===== src/rtl/fci_pkg.sv =====
package fci_pkg;
  typedef enum logic [1:0] {
    MODE_STBY = 2'b00,
    MODE_SAG  = 2'b01,
    MODE_INT  = 2'b10
  } mode_e;
endpackage


===== src/rtl/fci_ovc_det.sv =====
module fci_ovc_det #(
  parameter int CW  = 16,
  parameter int DEB = 2
) (
  input  logic          clk_i,
  input  logic          rst_ni,
  input  logic          vld_i,
  input  logic [CW-1:0] smp_i,
  input  logic [CW-1:0] thr_i,
  input  logic          clr_i,
  output logic          det_o
);
  localparam int CNTW = $clog2(DEB + 1);
  localparam logic [CNTW-1:0] CMAX = CNTW'(DEB);
  localparam logic [CW-1:0]   ONE  = CW'(1);

  logic [CW-1:0]   mag;
  logic            over;
  logic [CNTW-1:0] cnt_q;

  // two's-complement magnitude; most negative code maps to 2^(CW-1)
  assign mag  = smp_i[CW-1] ? (~smp_i + ONE) : smp_i;
  assign over = mag > thr_i;

  always_ff @(posedge clk_i or negedge rst_ni) begin
    if (!rst_ni)     cnt_q <= '0;
    else if (clr_i)  cnt_q <= '0;
    else if (vld_i) begin
      if (!over)              cnt_q <= '0;
      else if (cnt_q != CMAX) cnt_q <= cnt_q + CNTW'(1);
    end
  end

  assign det_o = (cnt_q == CMAX);
endmodule


===== src/rtl/fci_sp_gate.sv =====
module fci_sp_gate #(
  parameter int NPH = 3
) (
  input  logic [NPH-1:0] det_i,
  input  logic [NPH-1:0] act_i,
  input  logic           sp_en_i,
  output logic           allow_o
);
  localparam int SW = $clog2(NPH + 1);

  logic [SW-1:0] n_hit;

  always_comb begin
    n_hit = '0;
    for (int i = 0; i < NPH; i++)
      if (det_i[i] || act_i[i]) n_hit = n_hit + SW'(1);
  end

  // multi-phase events always pass; lone ones only when enabled
  assign allow_o = sp_en_i || (n_hit >= SW'(2));
endmodule


===== src/rtl/fci_phase_ctl.sv =====
module fci_phase_ctl
  import fci_pkg::*;
(
  input  logic  clk_i,
  input  logic  rst_ni,
  input  logic  det_i,
  input  logic  allow_i,
  input  logic  clr_i,
  input  logic  sag_i,
  output mode_e mode_o,
  output logic  anti_o
);
  logic int_q;

  always_ff @(posedge clk_i or negedge rst_ni) begin
    if (!rst_ni)                int_q <= 1'b0;
    else if (clr_i)             int_q <= 1'b0;
    else if (det_i && allow_i)  int_q <= 1'b1;
  end

  always_comb begin
    if (int_q)      mode_o = MODE_INT;
    else if (sag_i) mode_o = MODE_SAG;
    else            mode_o = MODE_STBY;
  end

  assign anti_o = int_q;
endmodule


===== src/rtl/fci_mode_mgr.sv =====
module fci_mode_mgr
  import fci_pkg::*;
#(
  parameter int NPH = 3,
  parameter int CW  = 16,
  parameter int DEB = 2
) (
  input  logic                      clk_i,
  input  logic                      rst_ni,
  input  logic                      smp_vld_i,
  input  logic [NPH-1:0][CW-1:0]    cur_i,
  input  logic [CW-1:0]             thr_i,
  input  logic [NPH-1:0]            sag_i,
  input  logic                      sp_en_i,
  input  logic [NPH-1:0]            clr_i,
  output logic [NPH-1:0][1:0]       mode_o,
  output logic [NPH-1:0]            anti_o,
  output logic                      trip_o
);
  logic [NPH-1:0] det;
  logic           allow;

  fci_sp_gate #(.NPH(NPH)) u_gate (
    .det_i   (det),
    .act_i   (anti_o),
    .sp_en_i (sp_en_i),
    .allow_o (allow)
  );

  for (genvar p = 0; p < NPH; p++) begin : g_ph
    mode_e ph_mode;

    fci_ovc_det #(.CW(CW), .DEB(DEB)) u_det (
      .clk_i  (clk_i),
      .rst_ni (rst_ni),
      .vld_i  (smp_vld_i),
      .smp_i  (cur_i[p]),
      .thr_i  (thr_i),
      .clr_i  (clr_i[p]),
      .det_o  (det[p])
    );

    fci_phase_ctl u_ctl (
      .clk_i   (clk_i),
      .rst_ni  (rst_ni),
      .det_i   (det[p]),
      .allow_i (allow),
      .clr_i   (clr_i[p]),
      .sag_i   (sag_i[p]),
      .mode_o  (ph_mode),
      .anti_o  (anti_o[p])
    );

    assign mode_o[p] = ph_mode;
  end

  assign trip_o = |anti_o;
endmodule


===== config.mk =====
export PLATFORM = sky130hd
export DESIGN_NAME = fci_mode_mgr
export DESIGN_NICKNAME = d
export VERILOG_FILES = /design/src/rtl/fci_pkg.sv /design/src/rtl/fci_ovc_det.sv /design/src/rtl/fci_sp_gate.sv /design/src/rtl/fci_phase_ctl.sv /design/src/rtl/fci_mode_mgr.sv
export SDC_FILE = /design/constraint.sdc
export NUM_CORES = 1
export LEC_CHECK = 0
export BUFFER_PORTS_ARGS = -buffer_cell sky130_fd_sc_hd__buf_2
export CAP_MARGIN = 20
export CORE_MARGIN = 2
export CORE_UTILIZATION = 58
export DETAILED_ROUTE_END_ITERATION = 6
export PLACE_DENSITY_LB_ADDON = 0.08
export SLEW_MARGIN = 20
export SYNTH_ARGS = -nofsm -noshare
export SYNTH_HDL_FRONTEND = slang
export SYNTH_HIERARCHICAL = 1
export SYNTH_SLANG_ARGS = --single-unit

===== constraint.sdc =====
create_clock -name clk_i -period 4.18 [get_ports clk_i]
set_input_delay 0.836 -clock clk_i [delete_from_list [all_inputs] [get_ports clk_i]]
set_output_delay 0.836 -clock clk_i [all_outputs]
set_load 0.02 [all_outputs]

==> results.md <==
Yosys:
- The most instantiated library cell after synthesis is sky130_fd_sc_hd__inv_1.
- For this run, the number of Yosys warnings is 6.
- The post-synthesis net count is 487.
- In this run the mean area of a mapped cell was 7.62 um2.
- The share of the Yosys chip area taken by registers is 8.23%.
- The cell area that synthesis handed to floorplanning was 0.00274 mm2.
- After synthesis, the netlist uses 33 different library cells.
- The fraction of registers with async set or reset after synthesis is 100%.
- The cell type contributing the most total cell area after synthesis is sky130_fd_sc_hd__ha_1.
- The flip-flop and latch count after synthesis is 9.
- By count the netlist is led by sky130_fd_sc_hd__inv_1, sky130_fd_sc_hd__ha_1, sky130_fd_sc_hd__xnor2_1.
- In this run, synthesis inferred 0 flip-flops with an integrated enable.
- In the synthesized netlist, the number of instances is 359.
- By area the synthesized netlist is led by sky130_fd_sc_hd__ha_1, sky130_fd_sc_hd__xnor2_1, sky130_fd_sc_hd__dfrtp_1.
- The top cell type by area accounts for 24.7% of the synthesized area.
- The most instantiated flip-flop cell in the synthesis netlist is sky130_fd_sc_hd__dfrtp_1.

STA:
- Setup violations remaining at the end of the flow were counted as 0.
- The worst slew margin relative to its limit is 72.0%.
- The number of hold violations in the final report was 0.
- The clock period minus final worst setup slack is 3.41 ns.
- The highest attainable clock frequency is 0.293 GHz.
- The worst path uses 81.7% of the clock period.
- Setup repair after global routing left no endpoint under its margin.
- After routing, the total negative slack on setup checks comes to 0 ns.
- Clock skew on the completed layout was measured at 0.000418 ns.
- The total count of max-transition violations in the final report is 0.
- The actual slew at the worst max-slew pin is 0.416 ns.

Route:
- The via total after detailed routing is 2805.
- Before antenna repair, the detailed router went through 4 iterations.
- The mean routed wirelength per cell is 13.1 um.
- In this run, the number of DRC markers left after iteration 0 of detailed routing was 74.
- The routed design has 6.42 mm of wire.
- In the routed design, unresolved DRC markers number 0.
- The count of antenna-violating nets left after detailed routing is 0.
- Using the TritonRoute via totals, the vias-per-cell ratio works out to 5.70.

Setup path:
- For the worst setup path, the data required time is 4.28 ns.
- The setup path with the least slack is of type in -> reg.
- In this run the worst path has a maximum fanout of 4.
- The slack of the worst reg-to-reg path is 2.50 ns.
- STA puts the critical path data arrival time at 3.51 ns.
- STA classifies the critical path startpoint as an input port.
- The category of the worst setup path capture point is a register.

CTS:
- The later pin in the worst-skew pair is clocked with a latency of 0.23 ns.
- Post-CTS repair changed the size of 0 cells.
- The clock-pin slew reported for the worst setup and hold paths after clock tree synthesis is 0.04 ns.
- The setup fix buffers added after clock tree synthesis is 0.
- The number of hold buffers added after CTS was 0.
- The largest buffer count on any clock path is 2.
- The tree is rooted in a sky130_fd_sc_hd__clkbuf_8.
- The clock sink count is 9.
- TritonCTS built the clock tree.
- The CTS H-tree depth is 1.
- The number of clock buffers added by TritonCTS is 3.

Floorplanning:
- The area of the core is 0.00444 mm2.
- For this configuration, the core starts out at a cell density of 61.6%.
- The area of the die is 0.00528 mm2.
- The die is 72.7 um wide.
- The floorplan has 24 rows.
- The number of top-level design ports is 84.
- The die outline height is 72.7 um.

Layout:
- In the final layout, the share of cells above drive strength 1 is 22.3%.
- In the final design database the tool counted 569 nets.
- The synthesis-to-finish area growth is 18.0%.
- The number of antenna diodes in the final layout is 0.
- The final instance count without filler cells is 492.

GRT:
- The wire length of the first global-routing pass is 10.6 mm.
- The initial antenna violation count is 0.
- The number of global-route vias before repair is 2562.
- Summed over all layers, the global routing overflow is 0.
- Entering global routing, the biggest net connects 17 pins.
- The overall global routing resource usage is 24.7%.

Power:
- The design draws 0.484 mW.
- The worst-case IR drop observed on VDD is 0.000155 V.
- The leakage power is 1.67 nW.
- The power density of the placed cells is 150 mW/mm2.

Flow run:
- The max capacitance violation total is 0.

Hold path:
- The min-delay analysis places its worst path in the category in -> async.

Placed design:
- The HPWL after detailed placement is 5.64 mm.
- The cell count after placement is 488.
- Routability-driven placement finished with a final weighted congestion of 0.917.
- The quantity of I/O buffers inserted on ports is 83.

Run status:
- The run finished with clean final reports.
## worst max-delay path: stages
cell,delay (ns)
sky130_fd_sc_hd__buf_2,0.13
sky130_fd_sc_hd__nor4_2,0.32
sky130_fd_sc_hd__nand2_1,0.15
sky130_fd_sc_hd__or3_4,0.38
sky130_fd_sc_hd__o31ai_4,0.19
sky130_fd_sc_hd__xnor2_1,0.14
sky130_fd_sc_hd__ha_1,0.26
sky130_fd_sc_hd__and4_1,0.22
sky130_fd_sc_hd__and2_1,0.15
sky130_fd_sc_hd__a22o_1,0.21
sky130_fd_sc_hd__nor4_1,0.39
sky130_fd_sc_hd__o32ai_1,0.15
## report_power, final
group          switching (mW)  internal [mW]  leakage [nW]
sequential            0.00125         0.0893         0.125
clock                  0.0333         0.0664        0.0228
combinational           0.161          0.132          1.52
## path summary, 6_finish.rpt
kind,from,endpoint,cells past startpoint
worst max-delay path,cur_i[5],g_ph[0].u_det/cnt_q[1],12
worst min-delay path,rst_ni,g_ph[1].u_det/cnt_q[0],1
worst max register to register,g_ph[2].u_det/cnt_q[0],g_ph[1].u_ctl/anti_o,6
worst min register to register,g_ph[1].u_det/cnt_q[1],g_ph[1].u_det/cnt_q[1],2
max in group asynchronous,rst_ni,g_ph[0].u_ctl/anti_o,1
min in group clk_i,g_ph[1].u_det/cnt_q[1],g_ph[1].u_det/cnt_q[1],2
## cell usage in the layout (no fill, tap or decap), types with 6 or more instances in the layout
master and count:
sky130_fd_sc_hd__ha_1 54, sky130_fd_sc_hd__nand2_1 30, sky130_fd_sc_hd__inv_1 60, sky130_fd_sc_hd__or3_1 7, sky130_fd_sc_hd__nor2b_1 6, sky130_fd_sc_hd__o31ai_1 6, sky130_fd_sc_hd__and4_1 12, sky130_fd_sc_hd__xor2_1 6
sky130_fd_sc_hd__o21ai_0 24, sky130_fd_sc_hd__buf_2 83, sky130_fd_sc_hd__nor3_1 10, sky130_fd_sc_hd__xnor2_1 33, sky130_fd_sc_hd__nand2b_1 9, sky130_fd_sc_hd__nor2_1 6, sky130_fd_sc_hd__o32ai_1 6, sky130_fd_sc_hd__dfrtp_1 9
sky130_fd_sc_hd__or4b_1 6, sky130_fd_sc_hd__o41ai_1 6, sky130_fd_sc_hd__a21oi_1 30
## per-layer routing
metal / global-route usage (%) / wire length [um] / vias to the layer above / part of all wire [%]
li1: - / - / 1455 / -
met1: 30.8 / 2840 / 1265 / 44
met2: 46.6 / 3170 / 79 / 49
met3: 2.76 / 367 / 6 / 5.7
met4: 2.88 / 41 / 0 / 0.64
met5: 0 / 0 / - / 0
## sequential cells by signal, summed over array words and instances (netlist names)
| signal | cells |
|---|---|
| g_ph.u_det/cnt_q | 6 |
| g_ph.u_ctl/anti_o | 3 |
## cell families (layout without fill, tap and decap cells)
group | Yosys count | in the layout | share of synthesized area (%)
AND/OR/NAND/NOR | 105 | 105 | 24.0
AO/OA/AOI/OAI | 86 | 86 | 21.1
buffers and inverters | 66 | 147 | 9.47
adder cells (fa/ha/maj) | 54 | 54 | 24.7
XOR/XNOR | 39 | 39 | 12.5
flip-flops | 9 | 9 | 8.23
## metrics by stage
step	cell area (um2)	utilization, %	hold slack (ns)	worst slack (ns)
2_1_floorplan	2740	-	0.522	0.908
3_3_place_gp	3180	71.6	0.545	0.598
3_5_place_dp	3180	71.6	0.551	0.512
4_1_cts	3230	72.6	0.451	0.764
5_1_grt	3230	72.6	0.461	0.559
6_report	3230	72.6	0.454	0.766
## area by class of cell
class	instances	area (um2)
Multi-Input combinational cell	284	2250
Fill cell	401	1220
Timing Repair Buffer	83	415
Sequential cell	9	225
Inverter	60	225
Tap cell	52	65.1
Clock buffer	4	45.0
(Power assumes the default switching activity.)
